[src/rtl/sysinit_pkg.sv]
package sysinit_pkg;
  typedef enum logic [1:0] {PH_HOLD, PH_RUN, PH_STOP, PH_SDLY} phase_t;

  localparam int STW      = 6;
  localparam int ST_POR   = 0;
  localparam int ST_PIN   = 1;
  localparam int ST_WDOG  = 2;
  localparam int ST_LVD   = 3;
  localparam int ST_BOP   = 4;
  localparam int ST_BADR  = 5;

  // Vector byte address for the high byte
  function automatic logic [15:0] vec_high(input logic mon);
    return mon ? 16'hFEFE : 16'hFFFE;
  endfunction

  // Vector byte address for the low byte
  function automatic logic [15:0] vec_low(input logic mon);
    return vec_high(mon) + 16'd1;
  endfunction

  // Number of counted cycles in the stop-exit delay
  function automatic int stop_span(input logic short_sel, input int short_n, input int long_n);
    return short_sel ? short_n : long_n;
  endfunction
endpackage

[src/rtl/sysinit_pinflt.sv]
module sysinit_pinflt #(
  parameter int MIN_LOW = 67
) (
  input  logic clk_ref,
  input  logic por_req,
  input  logic pin_n,
  input  logic pin_en,
  output logic pin_hold,
  output logic pin_evt
);
  localparam int LW = (MIN_LOW > 2) ? $clog2(MIN_LOW) : 1;
  localparam logic [LW-1:0] LAST = LW'(MIN_LOW - 1);

  logic          sync1, sync2;
  logic [LW-1:0] low_cnt;
  logic          hold_q;
  logic          low_now;

  always_ff @(posedge clk_ref or posedge por_req) begin
    if (por_req) begin
      sync1 <= 1'b1;
      sync2 <= 1'b1;
    end else begin
      sync1 <= pin_n;
      sync2 <= sync1;
    end
  end

  assign low_now = ~sync2 & pin_en;

  always_ff @(posedge clk_ref or posedge por_req) begin
    if (por_req)             low_cnt <= '0;
    else if (!low_now)       low_cnt <= '0;
    else if (low_cnt != LAST) low_cnt <= low_cnt + LW'(1);
  end

  assign pin_hold = low_now && (low_cnt == LAST);

  always_ff @(posedge clk_ref or posedge por_req) begin
    if (por_req) hold_q <= 1'b0;
    else         hold_q <= pin_hold;
  end

  assign pin_evt = pin_hold & ~hold_q;
endmodule

[src/rtl/sysinit_busdiv.sv]
module sysinit_busdiv #(
  parameter int DIV = 4
) (
  input  logic clk_ref,
  input  logic por_req,
  input  logic run,
  output logic bus_ce
);
  localparam int DW = (DIV > 2) ? $clog2(DIV) : 1;
  localparam logic [DW-1:0] DEND = DW'(DIV - 1);

  logic [DW-1:0] div_cnt;

  always_ff @(posedge clk_ref or posedge por_req) begin
    if (por_req)              div_cnt <= '0;
    else if (!run)            div_cnt <= '0;
    else if (div_cnt == DEND) div_cnt <= '0;
    else                      div_cnt <= div_cnt + DW'(1);
  end

  assign bus_ce = run && (div_cnt == DEND);
endmodule

[src/rtl/sysinit_fsm.sv]
module sysinit_fsm
  import sysinit_pkg::*;
#(
  parameter int POR_CYC   = 4096,
  parameter int STOP_LONG = 4096,
  parameter int STOP_SHRT = 32,
  localparam int CW = $clog2(POR_CYC)
) (
  input  logic           clk_ref,
  input  logic           por_req,
  input  logic [3:0]     int_src,
  input  logic           pin_hold,
  input  logic           pin_evt,
  input  logic           stop_req,
  input  logic           wake_irq,
  input  logic           stop_short,
  output phase_t         phase,
  output logic [CW-1:0]  tmo_cnt,
  output logic [STW-1:0] rst_status,
  output logic           evt_int
);
  localparam logic [CW-1:0] TC = CW'(POR_CYC - 1);

  logic          stop_wake;
  logic          tmo_done;
  logic          sdly_done;
  logic [CW-1:0] sdly_end;

  assign evt_int   = |int_src;
  assign stop_wake = (phase == PH_STOP) && wake_irq && !pin_evt && !evt_int;
  assign tmo_done  = (tmo_cnt == TC);
  assign sdly_end  = CW'(stop_span(stop_short, STOP_SHRT, STOP_LONG) - 1);
  assign sdly_done = (tmo_cnt == sdly_end);

  always_ff @(posedge clk_ref or posedge por_req) begin
    if (por_req)        tmo_cnt <= '0;
    else if (evt_int)   tmo_cnt <= '0;
    else if (stop_wake) tmo_cnt <= '0;
    else if (tmo_done)  tmo_cnt <= '0;
    else                tmo_cnt <= tmo_cnt + CW'(1);
  end

  always_ff @(posedge clk_ref or posedge por_req) begin
    if (por_req) begin
      phase <= PH_HOLD;
    end else if (evt_int || pin_evt) begin
      phase <= PH_HOLD;
    end else begin
      unique case (phase)
        PH_HOLD: if (tmo_done && !pin_hold) phase <= PH_RUN;
        PH_RUN:  if (stop_req)              phase <= PH_STOP;
        PH_STOP: if (wake_irq)              phase <= PH_SDLY;
        PH_SDLY: if (sdly_done)             phase <= PH_RUN;
        default:                            phase <= PH_HOLD;
      endcase
    end
  end

  always_ff @(posedge clk_ref or posedge por_req) begin
    if (por_req) begin
      rst_status <= STW'(1) << ST_POR;
    end else if (evt_int || pin_evt) begin
      rst_status <= '0;
      rst_status[ST_PIN]  <= pin_evt;
      rst_status[ST_WDOG] <= int_src[0];
      rst_status[ST_LVD]  <= int_src[1];
      rst_status[ST_BOP]  <= int_src[2];
      rst_status[ST_BADR] <= int_src[3];
    end
  end
endmodule

[src/rtl/sysinit_ctrl.sv]
module sysinit_ctrl
  import sysinit_pkg::*;
#(
  parameter int POR_CYCLES   = 4096,
  parameter int STOP_LONG    = 4096,
  parameter int STOP_SHORT   = 32,
  parameter int PIN_MIN_LOW  = 67,
  parameter int BUS_DIV      = 4
) (
  input  logic        clk_ref,
  input  logic        por_req,
  input  logic        ext_rst_n,
  input  logic        pin_rst_en,
  input  logic        wdog_rst,
  input  logic        lvd_rst,
  input  logic        bad_op_rst,
  input  logic        bad_addr_rst,
  input  logic        stop_req,
  input  logic        wake_irq,
  input  logic        stop_short,
  input  logic        wait_req,
  input  logic        monitor_mode,
  output logic        bus_ce,
  output logic        cpu_ce,
  output logic        per_ce,
  output logic        int_rst,
  output logic [5:0]  rst_status,
  output logic [15:0] vec_hi_addr,
  output logic [15:0] vec_lo_addr
);
  localparam int CW = $clog2(POR_CYCLES);

  phase_t        phase;
  logic [CW-1:0] tmo_cnt;
  logic          evt_int;
  logic          evt_pin;
  logic          pin_hold;
  logic          in_run;
  logic          in_stop;

  sysinit_pinflt #(.MIN_LOW(PIN_MIN_LOW)) u_pin (
    .clk_ref  (clk_ref),
    .por_req  (por_req),
    .pin_n    (ext_rst_n),
    .pin_en   (pin_rst_en),
    .pin_hold (pin_hold),
    .pin_evt  (evt_pin)
  );

  sysinit_fsm #(
    .POR_CYC   (POR_CYCLES),
    .STOP_LONG (STOP_LONG),
    .STOP_SHRT (STOP_SHORT)
  ) u_fsm (
    .clk_ref    (clk_ref),
    .por_req    (por_req),
    .int_src    ({bad_addr_rst, bad_op_rst, lvd_rst, wdog_rst}),
    .pin_hold   (pin_hold),
    .pin_evt    (evt_pin),
    .stop_req   (stop_req),
    .wake_irq   (wake_irq),
    .stop_short (stop_short),
    .phase      (phase),
    .tmo_cnt    (tmo_cnt),
    .rst_status (rst_status),
    .evt_int    (evt_int)
  );

  assign in_run  = (phase == PH_RUN);
  assign in_stop = (phase == PH_STOP);

  sysinit_busdiv #(.DIV(BUS_DIV)) u_div (
    .clk_ref (clk_ref),
    .por_req (por_req),
    .run     (in_run),
    .bus_ce  (bus_ce)
  );

  assign per_ce      = bus_ce;
  assign cpu_ce      = bus_ce & ~wait_req;
  assign int_rst     = (phase == PH_HOLD);
  assign vec_hi_addr = vec_high(monitor_mode);
  assign vec_lo_addr = vec_low(monitor_mode);
endmodule

[config.mk]
export PLATFORM = sky130hd
export DESIGN_NAME = sysinit_ctrl
export DESIGN_NICKNAME = d
export VERILOG_FILES = /design/src/rtl/sysinit_pkg.sv /design/src/rtl/sysinit_pinflt.sv /design/src/rtl/sysinit_busdiv.sv /design/src/rtl/sysinit_fsm.sv /design/src/rtl/sysinit_ctrl.sv
export SDC_FILE = /design/constraint.sdc
export NUM_CORES = 1
export LEC_CHECK = 0
export ABC_AREA = 1
export BUFFER_PORTS_ARGS = -buffer_cell sky130_fd_sc_hd__buf_4
export CAP_MARGIN = 20
export CORE_UTILIZATION = 40
export DETAILED_ROUTE_END_ITERATION = 16
export PLACE_DENSITY = 0.66
export SYNTH_ARGS = -nofsm -noshare
export SYNTH_HDL_FRONTEND = slang
export SYNTH_SLANG_ARGS = --single-unit
[constraint.sdc]
create_clock -name clk_ref -period 1.8 [get_ports clk_ref]
set_clock_uncertainty 0.15 [all_clocks]
set_input_delay 0.18 -clock clk_ref [delete_from_list [all_inputs] [get_ports clk_ref]]
set_output_delay 0.18 -clock clk_ref [all_outputs]
set_load 0.01 [all_outputs]
==> qor.yml <==
critical_path:
  worstRegToRegCells: 8
  critPathCaptureType: "flip-flop"
  worstPathRequired_ns: 1.82
  worst_setup_path_endpoint: "u_fsm.rst_status[5]"
  startpoint_type: "flip-flop"
  r2r_start: "u_pin.low_cnt[0]"
  critical_path.reg2reg.endpoint: "u_fsm.rst_status[5]"
  cp_max_fo: 5
  worstPathArrival_ns: 1.74
  reg2reg_slack_ns: 0.08
  worst-setup-path-type: "flip-flop to flip-flop"
  critPathLaunch: "u_pin.low_cnt[0]"
global_route:
  grt_start_max_net_pins: 33
  met1_usage_pct: 18.3
  globalRouteOverflowTotal: 0
  vias_in_the_first_global_route: 1464
  grt_pass1_wl_um: 6150
  grt.met3_usage_pct: 3.61
  grt_most_used_layer: "met2"
  antenna_found_initial: 0
  global_route.usage.total_pct: 15.3
  groute.layer.met2.usage_pct: 26.1
synthesis:
  synthesis.instances: 239
  synth_top_area_cell: "dfrtp_1"
  synth_largest_type_area_fraction_pct: 36.7
  synth_seq_cells: 32
  netlist-cell-type-count: 33
  synth_sequential_area_ratio_pct: 40.7
  fraction_of_registers_with_async_set_or_reset_after_synthesis_pct: 100
  syn-mean-instance-area_sq_um: 8.27
  mappedNetlistArea_sq_um: 1980
  ys_warn_count: 0
  synth_enable_flop_cells: 0
  ys_dominant_reg_cell: "dfrtp_1"
  synthTopCellsByArea: "dfrtp_1 37%, buf_4 12%, inv_1 7.2%"
detailed_routing:
  antenna_left: 0
  vias: 1490
  first_iter_violations: 52
  wl_um: 3450
  drc: 0
  wl_per_cell_um: 9.96
  avgViaCountPerCell: 4.31
  drt_pass1_iterations: 4
sta:
  final-setup-viol-count: 0
  timing.final.crit_period_ns: 1.72
  worst_hold_slack_ns: 0.134
  clock.fmax_mhz: 580
  drv_slew: 0
  grt_setup_unrepaired: "true"
  fin_crit_sh_pct: 95.7
  final_hold_viol_count: 0
die:
  floorplan.die_area_sq_um: 5220
  start_util_pct: 41.8
  core_sq_um: 4720
  dieHeight_um: 72.3
  num_io_pins: 55
  placement_rows: 25
  die_width_um: 72.3
clock_network:
  cts_sinks: 32
  cts.root.buffer_cell: "clkbuf_8"
  clk_path_buf_depth: 2
  cts.reportedPaths.clkPinSlew_ns: 0.07
  cts-buffers-inserted: 5
  insertion_delay_ns: 0.28
  tritoncts: "built"
  cts-htree-levels: 2
final_layout:
  drive_gt1_share_pct: 25.8
  leading_cell_type_in_the_layout_fill_and_taps_excluded: "inv_1"
  commonest_cells_after_routing_fill_and_taps_aside: "37 x inv_1, 36 x nand2_1, 33 x buf_4"
  areaGrowthSynthToFinish_pct: 17.9
  num_antenna_cells: 0
  fin_area_sq_um: 2330
  layout.nets: 299
worst_hold_path:
  holdCritPathClass: "input pin to flip-flop"
status:
  outcome: "finished, final reports clean"
power_and_ir_drop:
  total_power_uw: 1430
  vdd.ir_drop.worst_uv: 446
  power.density_cell_area_nw_per_um2: 613
  leakagePower_uw: 0.00120
placed_design:
  io_buffer_count: 24
  detailed_place.area_sq_um: 2120
  gp_congestion: 0.846
  dp_hpwl_um: 2540
job:
  max_cap_violations: 0
## state kept, by name, summed over array words and instances, names as in the netlist
name / flops
u_fsm.rst_status: 6
u_pin.sync2: 1
u_fsm.phase: 2
u_pin.sync1: 1
u_div.div_cnt: 2
u_pin.low_cnt: 7
u_pin.hold_q: 1
u_fsm.tmo_cnt: 12
## Yosys cell counts, types with 4 or more instances
master   instances
inv_2            5
buf_4           32
nand4_1          7
o21ai_0          4
nand2_1         38
a31o_1           4
ha_1             8
nor2_1          25
xor2_1           5
nor3_1           4
inv_1           38
dfrtp_1         29
nand3_1         11
## worst min path at each step
stage               start                to  slack (ns)  depth (start not counted)
2_1_floorplan   ext_rst_n       u_pin.sync1        0.03                          0
5_1_grt        pin_rst_en  u_pin.low_cnt[2]        0.15                          5
3_3_place_gp    ext_rst_n       u_pin.sync1        0.14                          1
4_1_cts        pin_rst_en  u_pin.low_cnt[2]        0.13                          5
6_report       pin_rst_en  u_pin.low_cnt[2]        0.13                          5
3_5_place_dp    ext_rst_n       u_pin.sync1        0.14                          1
## power breakdown
| group | internal, uW | total, uW | switching [uW] |
|---|---|---|---|
| sequential | 731 | 738 | 6.98 |
| combinational | 50.5 | 127 | 76.3 |
| clock | 305 | 563 | 259 |
| total | 1090 | 1430 | 342 |
## area by class of cell
class / count / area [sq um]
fillers: 459 / 2390
multi-input cells: 157 / 880
flip-flops and latches: 32 / 805
repair buffers: 39 / 308
inverters: 43 / 161
well taps: 67 / 83.8
clock buffers: 6 / 82.6
clock inverters: 2 / 10.0
## repair_timing
item / 4_1_cts / 5_1_grt
endpoints found under the setup margin: 1 / 7
endpoints found under the hold margin: 34 / 0
pin swaps: 0 / 4
gates resized for setup: 1 / 10
setup buffers: 0 / 3
hold buffers: 6 / 0
## metal layers
layer / vias up / wire (um)
met4: 0 / 57
met5: - / 0
met2: 43 / 1670
li1: 747 / -
met1: 695 / 1570
met3: 5 / 150
## worst max-delay path, cell delays in order, from the launching register on
cell	delay [ns]
dfrtp_1	0.39
inv_2	0.07
ha_1	0.16
nand2_2	0.07
nor2_4	0.09
nand3_2	0.07
or2_4	0.30
buf_4	0.15
a31o_1	0.17
## per-stage QoR
| stage | setup TNS [ns] | cells | utilization, % | setup WS, ns |
|---|---|---|---|---|
| global route | -0.0544 | 346 | 49.3 | -0.0217 |
| finish | 0 | 346 | 49.3 | 0.0770 |
| global placement | 0 | 329 | 44.8 | 0.0730 |
| detailed placement | -0.00543 | 329 | 44.8 | -0.00543 |
| floorplan | 0 | 267 | - | 0.0744 |
| CTS | 0 | 343 | 48.1 | 0.0667 |
## cells by family after synthesis
family          count (synthesis)  share of synthesized area (%)
compound gates                 14                           4.88
other cells                     2                          0.380
buf+inv                        78                           21.9
flops                          32                           40.7
simple gates                   99                           24.4
xor+xnor                        6                           2.66
fa+ha+maj                       8                           5.07
Power figures use the tool's default switching activity.
